==> src/rtl/sup_pkg.sv <==
package sup_pkg;

    typedef enum logic {
        POL_ACTIVE_LOW  = 1'b0,
        POL_ACTIVE_HIGH = 1'b1
    } rst_pol_e;

    typedef struct packed {
        logic supply_fault;
        logic button;
    } hold_src_t;

    function automatic int cnt_bits(input int unsigned limit);
        return (limit < 2) ? 1 : $clog2(limit + 1);
    endfunction

    function automatic logic pin_level(input logic active, input rst_pol_e pol);
        return (pol == POL_ACTIVE_HIGH) ? active : !active;
    endfunction

endpackage

==> src/rtl/sup_sync2.sv <==
module sup_sync2 #(
    parameter logic IDLE_LEVEL = 1'b1
) (
    input  logic clk,
    input  logic rst,
    input  logic async_in,
    output logic sync_out
);
    logic stage1_q;
    logic stage2_q;

    always_ff @(posedge clk) begin
        if (rst) begin
            stage1_q <= IDLE_LEVEL;
            stage2_q <= IDLE_LEVEL;
        end else begin
            stage1_q <= async_in;
            stage2_q <= stage1_q;
        end
    end

    assign sync_out = stage2_q;
endmodule

==> src/rtl/sup_low_qualifier.sv <==
module sup_low_qualifier #(
    parameter int unsigned RUN_LEN = 4
) (
    input  logic clk,
    input  logic rst,
    input  logic level_in,
    output logic qualified
);
    localparam int W = sup_pkg::cnt_bits(RUN_LEN);
    localparam logic [W-1:0] RUN_MAX = W'(RUN_LEN);

    logic [W-1:0] run_q;

    always_ff @(posedge clk) begin
        if (rst || level_in) begin
            run_q <= '0;
        end else if (run_q != RUN_MAX) begin
            run_q <= run_q + 1'b1;
        end
    end

    assign qualified = (run_q == RUN_MAX);

    // a high sample always cancels the qualified state
    assert_high_clears_R2: assert property (@(posedge clk) disable iff (rst)
        level_in |=> !qualified);

    // qualification can only begin after a low sample
    assert_rise_needs_low_R1: assert property (@(posedge clk) disable iff (rst)
        $rose(qualified) |-> !$past(level_in));
endmodule

==> src/rtl/sup_stretch_timer.sv <==
module sup_stretch_timer #(
    parameter int unsigned HOLD_CYCLES = 40
) (
    input  logic clk,
    input  logic rst,
    input  logic hold,
    output logic active
);
    localparam int W = sup_pkg::cnt_bits(HOLD_CYCLES);
    localparam logic [W-1:0] CNT_FULL = W'(HOLD_CYCLES);

    logic [W-1:0] cnt_q;

    always_ff @(posedge clk) begin
        if (rst || hold) begin
            cnt_q <= CNT_FULL;
        end else if (cnt_q != '0) begin
            cnt_q <= cnt_q - 1'b1;
        end
    end

    assign active = hold | (cnt_q != '0);

    // with no hold, the stretch counts down one per cycle
    assert_count_down_R3: assert property (@(posedge clk) disable iff (rst)
        (!hold && cnt_q != '0) |=> (cnt_q == $past(cnt_q) - 1'b1));

    // when the hold ends, the counter stands at its full value
    assert_full_at_release_R6: assert property (@(posedge clk) disable iff (rst)
        $fell(hold) |-> (cnt_q == CNT_FULL));
endmodule

==> src/rtl/supervisor_reset_ctrl.sv <==
module supervisor_reset_ctrl #(
    parameter sup_pkg::rst_pol_e POLARITY         = sup_pkg::POL_ACTIVE_LOW,
    parameter int unsigned       STRETCH_CYCLES       = 20_000_000,
    parameter int unsigned       BUTTON_QUAL_CYCLES   = 100,
    parameter int unsigned       SUPPLY_GLITCH_CYCLES = 200
) (
    input  logic clk,
    input  logic rst,
    input  logic supply_ok,
    input  logic mr_n,
    output logic sys_reset,
    output logic reset_inactive
);
    sup_pkg::hold_src_t causes;
    logic btn_sync;
    logic hold;
    logic rst_active;

    sup_sync2 #(.IDLE_LEVEL(1'b1)) u_btn_sync (
        .clk      (clk),
        .rst      (rst),
        .async_in (mr_n),
        .sync_out (btn_sync)
    );

    sup_low_qualifier #(.RUN_LEN(BUTTON_QUAL_CYCLES)) u_btn_qual (
        .clk       (clk),
        .rst       (rst),
        .level_in  (btn_sync),
        .qualified (causes.button)
    );

    sup_low_qualifier #(.RUN_LEN(SUPPLY_GLITCH_CYCLES)) u_sup_qual (
        .clk       (clk),
        .rst       (rst),
        .level_in  (supply_ok),
        .qualified (causes.supply_fault)
    );

    assign hold = |causes;

    sup_stretch_timer #(.HOLD_CYCLES(STRETCH_CYCLES)) u_timer (
        .clk    (clk),
        .rst    (rst),
        .hold   (hold),
        .active (rst_active)
    );

    assign sys_reset      = sup_pkg::pin_level(rst_active, POLARITY);
    assign reset_inactive = !rst_active;

    // a qualified supply fault is never reported as reset-inactive
    assert_fault_forces_R1: assert property (@(posedge clk) disable iff (rst)
        causes.supply_fault |-> !reset_inactive);
endmodule

==> config.mk <==
export PLATFORM = sky130hd
export DESIGN_NAME = supervisor_reset_ctrl
export DESIGN_NICKNAME = d
export VERILOG_FILES = /design/src/rtl/sup_pkg.sv /design/src/rtl/sup_sync2.sv /design/src/rtl/sup_low_qualifier.sv /design/src/rtl/sup_stretch_timer.sv /design/src/rtl/supervisor_reset_ctrl.sv
export SDC_FILE = /design/constraint.sdc
export NUM_CORES = 1
export LEC_CHECK = 0
export ABC_CLOCK_PERIOD_IN_PS = 5300
export BUFFER_PORTS_ARGS = -buffer_cell sky130_fd_sc_hd__buf_2
export CORE_AREA = 4 4 72 74
export CTS_BUF_LIST = sky130_fd_sc_hd__clkbuf_2 sky130_fd_sc_hd__clkbuf_4 sky130_fd_sc_hd__clkbuf_8
export CTS_CLUSTER_DIAMETER = 40
export DETAILED_ROUTE_END_ITERATION = 8
export DIE_AREA = 0 0 76 78
export GPL_ROUTABILITY_DRIVEN = 0
export GPL_TIMING_DRIVEN = 0
export PLACE_DENSITY_LB_ADDON = 0.2
export SLEW_MARGIN = 30
export SYNTH_ARGS = -nofsm -noshare
export SYNTH_HDL_FRONTEND = slang
export SYNTH_SLANG_ARGS = --single-unit
==> constraint.sdc <==
create_clock -name clk -period 5.3 [get_ports clk]
set_input_delay 0.53 -clock clk [delete_from_list [all_inputs] [get_ports clk]]
set_output_delay 0.53 -clock clk [all_outputs]
set_load 0.05 [all_outputs]
==> results of run 1 <==
final cells by class:
class / count / area, um^2
multi-input combinational: 175 / 1097
timing repair buffer: 5 / 25.02
buffer: 7 / 33.78
sequential: 42 / 840.8
inverter: 7 / 26.28
clock buffer: 5 / 68.82
fill: 435 / 2395
clock inverter: 3 / 43.79
tap: 54 / 67.56
state kept, by name (all words and copies together), names as in the netlist:
| register | count |
|---|---|
| u_sup_qual.run_q | 8 |
| u_btn_qual.run_q | 7 |
| u_timer.cnt_q | 25 |
| u_btn_sync.sync_out | 1 |
| u_btn_sync.stage1_q | 1 |
stage by stage:
step,cell area (um^2),util,cells
final,2203,0.4792,298
after global routing,2203,0.4792,298
after CTS,2198,0.4781,298
after detailed placement,2086,0.4536,290
after global placement,2086,0.4536,290
after floorplan,1993,-,231
kinds of logic (layout without fill, tap and decap cells):
| kind of cell | after synthesis | after routing | synth area share |
|---|---|---|---|
| compound gates | 26 | 26 | 0.08475 |
| xor+xnor | 26 | 26 | 0.1143 |
| mux | 3 | 3 | 0.01507 |
| fa+ha+maj | 5 | 5 | 0.03139 |
| buf+inv | 14 | 27 | 0.03013 |
| flops | 42 | 42 | 0.4218 |
| simple gates | 115 | 115 | 0.3026 |
layout by cell type (no fill, tap or decap), types with 2 or more instances in the layout:
master,n
a21oi_1,6
and3_1,3
buf_2,8
clkbuf_1,3
clkbuf_8,5
dfxtp_1,42
ha_1,5
inv_1,7
mux2i_1,3
nand2_1,15
nand2b_1,2
nand3_1,11
nand4_1,4
nor2_1,36
nor3_1,11
nor3_2,2
nor4_1,5
nor4_2,2
o211ai_1,3
o21ai_0,6
o31ai_1,6
or2_2,7
or3_1,5
or4_1,6
xnor2_1,7
xor2_1,19
metal layers:
layer  share of wire  vias up  global-route usage
met5               0        -                   0
met4          0.0054        0             0.03737
met3           0.039        2             0.03248
met2            0.46       29              0.2038
met1            0.49      708              0.1779
li1                -      835                   -
worst paths after layout:
check / start / endpoint / slack [ns] / cells after the start
max: u_timer.cnt_q[0] / sys_reset / 1.86 / 8
min: u_btn_sync.stage1_q / u_btn_sync.sync_out / 0.41 / 1
max reg2reg: u_timer.cnt_q[0] / u_timer.cnt_q[11] / 2.91 / 8
min reg2reg: u_btn_sync.stage1_q / u_btn_sync.sync_out / 0.41 / 1
worst max-delay path, delay by kind of cell, from the launching register on:
family | cells | cell delay [ns]
adder cells (fa/ha/maj) | 1 | 0.28
buffers and inverters | 3 | 0.47
flip-flops | 1 | 0.34
AND/OR/NAND/NOR | 4 | 1.54
report_power, final:
group          switching (uW)  internal [uW]  total, uW
Clock                     111            141        252
Combinational            56.5           43.7        100
Sequential               27.1            335        362
==> reports/qor.txt, run 1 <==
status -> finished, final reports clean
Vias/cell -> 5.282
Max stage delay on crit path -> 0.61 ns
flop and latch count out of synthesis -> 42
Antenna Violating Nets Remaining -> 0
final setup vio count -> 0
Starting Density -> 0.4335
Num Clock Sinks -> 42
ranking of synthesized cells by area -> dfxtp_1 (42%), xor2_1 (8.3%), nor2_1 (6.8%)
Worst-Skew Late Latency -> 0.29 ns
Synth Area per Inst -> 8.628 um^2
top cells by count, synth -> dfxtp_1 (42), nor2_1 (36), xor2_1 (19)
Setup CP Type -> reg2out
setup_tns -> 0 ns
Critical-path top delay cell -> or4b_2
Synth Flop Type -> dfxtp_1
critical path peak fanout -> 8
vias in the first global route -> 1444
core box area -> 0.004598 mm^2
postcts setup bufs -> 0
cts hold-fix bufs -> 0
Worst EP required -> 4.77 ns
CTS H-Tree Depth -> 2
largest net degree at the start of global routing -> 15
CTS max path bufs -> 2
pre-CTS setup slack -> 2.160 ns
clock slew at reported path FFs -> 0.08 ns
Warnings, synthesis -> 0
Hold WS -> 0.4122 ns
Mapped Cells -> 231
share of layout cells above drive strength 1 -> 0.1270
total gr overflow -> 0
Worst VDD drop -> 172.7 uV
Total Routing Usage GR -> 0.1307
number of synthesized flops with an enable pin -> 0
pwr dens -> 324.5 mW/mm^2
CTS buffer count -> 5
initial antenna violation count -> 0
Synth cell types -> 37
final wirelength -> 3541 um
CTS tree -> built
startpoint type of the worst setup path -> flip-flop
first-pass GRT wire length -> 6520 um
Clock Skew -> 0.004450 ns
DRC viols -> 0
area leader, netlist -> dfxtp_1
register area share after synthesis -> 0.4218
IO Port Bufs -> 5
Hold Violations, Final -> 0
Period minus WS final -> 3.443 ns
1st-pass router iterations -> 4
Cell Rows -> 25
Die Footprint -> 0.005928 mm^2
leakage dissipation -> 0.0007509 uW
Rel. slew slack -> 0.4636
Iteration-0 DRC Markers -> 65
Die Width -> 76 um
Final WS setup -> 1.857 ns
Worst setup EP type -> output port
Boundary Pins -> 6
Post-CTS Resized -> 0
Final #Nets -> 252
FMAX -> 290.4 MHz
ys async rst share -> 0
die height -> 78 um
area grow syn2layout -> 10.55%
Root Buffer -> clkbuf_8
Via Count -> 1574
synthesized area -> 0.001993 mm^2
number of max-cap violations -> 0
mean routed wirelength per cell -> 11.88 um
Worst Tran Pin Value -> 0.7980 ns
syn nets -> 240
cell with the most instances after synthesis -> dfxtp_1
Final Cycle Share -> 0.6496
RSZ-0062 raised after global routing -> no
hpwl dp -> 2550 um
crit path DAT -> 2.91 ns
Power, Total -> 715.0 uW
# diodes -> 0
area share of the largest cell type after synthesis -> 0.4218
crit-path cells -> inv_1 -> ha_1 -> or4b_2 -> nor4_1 -> nand2_1 -> nor3_1 -> buf_4 -> buf_2
count of final max-slew check failures -> 0
worst hold path class -> reg2reg
Power figures use the tool's default switching activity.
==> run 2: changes to the inputs <==
--- a/config.mk
+++ b/config.mk
@@ -5,7 +5,7 @@
 export SDC_FILE = /design/constraint.sdc
 export NUM_CORES = 1
 export LEC_CHECK = 0
-export ABC_CLOCK_PERIOD_IN_PS = 5300
+export ABC_CLOCK_PERIOD_IN_PS = 3000
 export BUFFER_PORTS_ARGS = -buffer_cell sky130_fd_sc_hd__buf_2
 export CORE_AREA = 4 4 72 74
 export CTS_BUF_LIST = sky130_fd_sc_hd__clkbuf_2 sky130_fd_sc_hd__clkbuf_4 sky130_fd_sc_hd__clkbuf_8
==> constraint.sdc (replaced) <==
create_clock -name clk -period 3 [get_ports clk]
set_input_delay 0.3 -clock clk [delete_from_list [all_inputs] [get_ports clk]]
set_output_delay 0.3 -clock clk [all_outputs]
set_load 0.05 [all_outputs]
==> run 2 against run 1 <==
  * Power grew 68%
  * Die area is the same
  * Cell count is the same
  * Highest routed layer unchanged
  * Critical endpoint unchanged
  * Largest cell class unchanged
==> reports/qor.txt, run 2 (synthesis gave the netlist of run 1 again) <==
status -> finished, final reports clean
area grow syn2layout -> 11.17%
hpwl dp -> 2640 um (+3.6%)
die height -> 78 um (unchanged)
Power, Total -> 1203 uW (+68%)
count of final max-slew check failures -> 0 (unchanged)
Clock Skew -> 0.008082 ns (+0.003633 ns)
DP Cell Count -> 290 (unchanged)
Largest register FFs -> 25 (unchanged)
Worst-Skew Late Latency -> 0.29 ns (about the same)
Period minus WS final -> 2.842 ns
total gr overflow -> 0 (unchanged)
worst hold stages -> 2 (+1)
share of layout cells above drive strength 1 -> 0.1393 (+0.01230)
Boundary Pins -> 6 (unchanged)
Final #Nets -> 252 (unchanged)
critical path peak fanout -> 8 (unchanged)
FMAX -> 351.9 MHz
Total Routing Usage GR -> 0.1379 (+0.007204)
IO Port Bufs -> 5 (unchanged)
Final Cycle Share -> 0.9472
mean routed wirelength per cell -> 12.64 um (+6.4%)
multi-input combinational cell area -> 0.001130 mm^2 (+3.0%)
CTS H-Tree Depth -> 2 (unchanged)
Worst VDD drop -> 237.7 uV (+38%)
first-pass GRT wire length -> 6858 um (+5.2%)
Num Clock Sinks -> 42 (unchanged)
postcts setup bufs -> 0 (unchanged)
commonest non-fill, non-tap cell in the layout -> dfxtp_1
Root Buffer -> clkbuf_8
initial antenna violation count -> 0 (unchanged)
Iteration-0 DRC Markers -> 141 (+120%)
pwr dens -> 542.9 mW/mm^2 (+67%)
cts hold-fix bufs -> 0 (unchanged)
commonest cells after routing, fill and taps aside -> dfxtp_1 (42), nor2_1 (36), xor2_1 (19)
biggest regs -> u_timer.cnt_q x25, u_sup_qual.run_q x8, u_btn_qual.run_q x7
# diodes -> 0 (unchanged)
final setup vio count -> 0 (unchanged)
RSZ-0062 raised after global routing -> no
Cell Rows -> 25 (unchanged)
setup_tns -> 0 ns (unchanged)
worst hold path class -> in2reg
startpoint type of the worst setup path -> flip-flop
Die Footprint -> 0.005928 mm^2 (unchanged)
Hold Violations, Final -> 0 (unchanged)
crit path DAT -> 2.54 ns (-0.37 ns)
clock slew at reported path FFs -> 0.08 ns (about the same)
final wirelength -> 3768 um (+6.4%)
largest net degree at the start of global routing -> 14 (-1)
1st-pass router iterations -> 4 (unchanged)
vias in the first global route -> 1502 (+4.0%)
Worst Tran Pin Value -> 0.8560 ns (+0.05802 ns)
Vias/cell -> 5.312 (+0.57%)
Worst EP required -> 2.70 ns (-2.07 ns)
Biggest register -> u_timer.cnt_q
Rel. slew slack -> 0.4246 (-0.03900)
core box area -> 0.004598 mm^2 (unchanged)
Antenna Violating Nets Remaining -> 0 (unchanged)
leakage dissipation -> 0.0007486 uW (-0.31%)
CTS buffer count -> 5 (unchanged)
Post-Layout Cell Count -> 298 (unchanged)
number of cells on the worst reg-to-reg path -> 6 (-2)
Layout fillers -> 461 (+6.0%)
FF+latch area -> 840.8 um^2 (unchanged)
CTS max path bufs -> 2 (unchanged)
Worst setup EP type -> output port
CTS tree -> built
Die Width -> 76 um (unchanged)
Setup CP Type -> reg2out
Via Count -> 1583 (+0.57%)
Starting Density -> 0.4335 (unchanged)
DRC viols -> 0 (unchanged)
number of max-cap violations -> 0 (unchanged)
[run 2: repair_timing]
| action | 4_1_cts | 5_1_grt |
|---|---|---|
| resized for setup | 2 | 3 |
| endpoints found under the hold margin | 0 | 0 |
| pin swaps | 0 | 2 |
| setup endpoints to repair | 2 | 1 |
[run 2: worst paths after layout]
kind	from	end	slack, ns
worst min register to register	u_btn_sync.stage1_q	u_btn_sync.sync_out	0.41
worst max-delay path	u_timer.cnt_q[0]	sys_reset	0.16
worst max register to register	u_timer.cnt_q[14]	u_timer.cnt_q[11]	0.68
worst min-delay path	mr_n	u_btn_sync.stage1_q	0.19
[run 2: metal layers]
metal | vias to the layer above | wire [um] | GRT usage
met5 | - | 0 | 0
met4 | 0 | 77 | 0.06228
met3 | 9 | 118 | 0.03480
met2 | 19 | 1625 | 0.2080
met1 | 723 | 1948 | 0.1841
li1 | 832 | - | -
[run 2: through the flow]
stage	util	hold slack (ns)	setup WS (ns)	instance area, um^2
2_1_floorplan	-	0.3895	0.0003664	1998
3_3_place_gp	0.4547	0.3915	0.1551	2091
3_5_place_dp	0.4547	0.3929	0.1067	2091
4_1_cts	0.4776	0.1774	0.07067	2196
5_1_grt	0.4819	0.1818	0.01197	2216
6_report	0.4819	0.1905	0.1584	2216
[run 2: cell type report]
cell class / count / share of cell area
multi-input cells: 175 / 0.5099
flip-flops and latches: 42 / 0.3794
clock buffers: 6 / 0.03444
well taps: 54 / 0.03049
plain buffers: 7 / 0.01525
repair buffers: 5 / 0.01242
inverters: 7 / 0.01186
clock inverters: 2 / 0.006211
[run 2: report_power, final]
group	internal [uW]	total [uW]	switching, uW
sequential	592	645	52.1
clock	173	371	197
combinational	80.6	188	107
[run 2: worst max-delay path: stages, from the launching register on]
cell      delay [ns]
dfxtp_1         0.33
inv_1           0.10
ha_4            0.18
or4b_2          0.64
nor4_4          0.38
nand2_1         0.13
nor3_2          0.15
buf_4           0.13
clkbuf_4        0.21
==> run 3: changes to the inputs <==
--- a/config.mk
+++ b/config.mk
@@ -5,7 +5,7 @@
 export SDC_FILE = /design/constraint.sdc
 export NUM_CORES = 1
 export LEC_CHECK = 0
-export ABC_CLOCK_PERIOD_IN_PS = 3000
+export ABC_CLOCK_PERIOD_IN_PS = 2540
 export BUFFER_PORTS_ARGS = -buffer_cell sky130_fd_sc_hd__buf_2
 export CORE_AREA = 4 4 72 74
 export CTS_BUF_LIST = sky130_fd_sc_hd__clkbuf_2 sky130_fd_sc_hd__clkbuf_4 sky130_fd_sc_hd__clkbuf_8
==> constraint.sdc (replaced) <==
create_clock -name clk -period 2.54 [get_ports clk]
set_input_delay 0.254 -clock clk [delete_from_list [all_inputs] [get_ports clk]]
set_output_delay 0.254 -clock clk [all_outputs]
set_load 0.05 [all_outputs]
==> run 3 against run 2 <==
  * Die area is the same
  * Utilization grew 1.1 points
  * Cell count grew 0.34%
  * Critical path depth shrank 1
  * Critical path type unchanged
  * Critical endpoint unchanged
  * Largest power group unchanged
==> reports/qor.txt, run 3 (synthesis gave the netlist of run 1 again) <==
status -> finished, final reports clean
final wirelength -> 3724 um (-1.2%)
CTS max path bufs -> 2 (unchanged)
Cell Rows -> 25 (unchanged)
Final #Nets -> 253 (+0.40%)
CTS H-Tree Depth -> 2 (unchanged)
vias in the first global route -> 1503 (+0.067%)
Die Footprint -> 0.005928 mm^2 (unchanged)
Final WS setup -> 0.1497 ns (-0.008711 ns)
hpwl dp -> 2597 um (-1.7%)
total gr overflow -> 0 (unchanged)
Starting Density -> 0.4335 (unchanged)
Worst EP required -> 2.29 ns (-0.41 ns)
initial antenna violation count -> 0 (unchanged)
Antenna Violating Nets Remaining -> 0 (unchanged)
biggest regs -> u_timer.cnt_q x25, u_sup_qual.run_q x8, u_btn_qual.run_q x7
CP startpoint -> u_timer.cnt_q[14]
DRC viols -> 0 (unchanged)
startpoint type of the worst setup path -> flip-flop
Die Width -> 76 um (unchanged)
Clock Skew -> 0.002597 ns (-0.005486 ns)
pwr dens -> 620.5 mW/mm^2 (+14%)
Largest register FFs -> 25 (unchanged)
mean routed wirelength per cell -> 12.45 um (-1.5%)
Hold Violations, Final -> 0 (unchanged)
Root Buffer -> clkbuf_8
critical path peak fanout -> 6 (-2)
Via Count -> 1588 (+0.32%)
core box area -> 0.004598 mm^2 (unchanged)
Worst VDD drop -> 381.8 uV (+61%)
area grow syn2layout -> 13.81%
Period minus WS final -> 2.390 ns
reg2reg start -> u_timer.cnt_q[2]
Setup CP Type -> reg2out
CTS buffer count -> 5 (unchanged)
Post-Layout Cell Count -> 299 (+0.34%)
clock slew at reported path FFs -> 0.08 ns (about the same)
share of layout cells above drive strength 1 -> 0.1510 (+0.01168)
Iteration-0 DRC Markers -> 50 (-65%)
Rel. slew slack -> 0.5809 (+0.1564)
first-pass GRT wire length -> 6699 um (-2.3%)
hold path startpoint -> mr_n
largest net degree at the start of global routing -> 15 (+1)
Worst-Skew Late Latency -> 0.29 ns (about the same)
Biggest register -> u_timer.cnt_q
CTS tree -> built
Final Cycle Share -> 0.9411
# diodes -> 0 (unchanged)
commonest non-fill, non-tap cell in the layout -> dfxtp_1
pre-CTS setup slack -> -0.03463 ns (-0.1413 ns)
Num Clock Sinks -> 42 (unchanged)
1st-pass router iterations -> 4 (unchanged)
Total Routing Usage GR -> 0.1381 (+0.0002777)
setup_tns -> 0 ns (unchanged)
DP Cell Count -> 290 (unchanged)
FMAX -> 418.4 MHz
IO Port Bufs -> 5 (unchanged)
Worst setup EP type -> output port
worst hold path class -> in2reg
crit path DAT -> 2.14 ns (-0.40 ns)
commonest cells after routing, fill and taps aside -> dfxtp_1 (42), nor2_1 (36), xor2_1 (19)
die height -> 78 um (unchanged)
Boundary Pins -> 6 (unchanged)
Vias/cell -> 5.311 (about the same)
cts hold-fix bufs -> 0 (unchanged)
final setup vio count -> 0 (unchanged)
Worst Tran Pin Value -> 0.6238 ns (-0.2322 ns)
leakage dissipation -> 0.0007494 uW (about the same)
number of max-cap violations -> 0 (unchanged)
count of final max-slew check failures -> 0 (unchanged)
run 3: layout make-up:
cell class | count | area (um^2)
buffer | 7 | 37.54
clock buffer | 5 | 68.82
clock inverter | 3 | 21.27
fill | 435 | 2330
inverter | 7 | 26.28
multi-input combinational | 175 | 1165
sequential | 42 | 840.8
tap | 54 | 67.56
timing repair buffer | 6 | 41.29
run 3: repair_timing:
action	4_1_cts	5_1_grt
setup buffers	1	0
resized for setup	8	2
setup endpoints to repair	2	13
endpoints found under the hold margin	0	0
pin swaps	1	2
run 3: worst paths after layout:
path                                            end  slack (ns)  cells past startpoint
worst min-delay path            u_btn_sync.stage1_q        0.14                      2
worst max register to register    u_timer.cnt_q[11]        0.18                      6
worst max-delay path                      sys_reset        0.15                      7
worst min register to register  u_btn_sync.sync_out        0.41                      1
run 3: metal layers:
layer,vias up,wire (um),GRT usage
met5,-,0,0
met4,0,46,0.05872
met3,5,118,0.03596
met2,16,1767,0.2235
met1,726,1792,0.1728
li1,841,-,-
run 3: per-stage QoR:
stage | power, uW | area (um^2) | hold WS (ns) | util
finish | 1407 | 2268 | 0.1413 | 0.4933
global route | 1490 | 2268 | 0.1261 | 0.4933
CTS | 1421 | 2241 | 0.1303 | 0.4873
detailed placement | 984.5 | 2107 | 0.3948 | 0.4582
global placement | 980.2 | 2107 | 0.3941 | 0.4582
floorplan | 931.9 | 2014 | 0.3578 | -
run 3: report_power, final:
part           switching [uW]  internal [uW]  total, uW  leakage [uW]
Combinational             127           97.9        225      0.000364
Sequential               59.4            700        759      0.000342
Clock                     230            193        423     0.0000441
Total                     417            990       1410      0.000749
run 3: critical path, stage by stage, from the launching register on:
cell	delay, ns
dfxtp_1	0.38
nor4_4	0.39
nand2_1	0.15
nor4_1	0.36
nand2_2	0.13
nor3_4	0.16
buf_6	0.12
buf_6	0.14
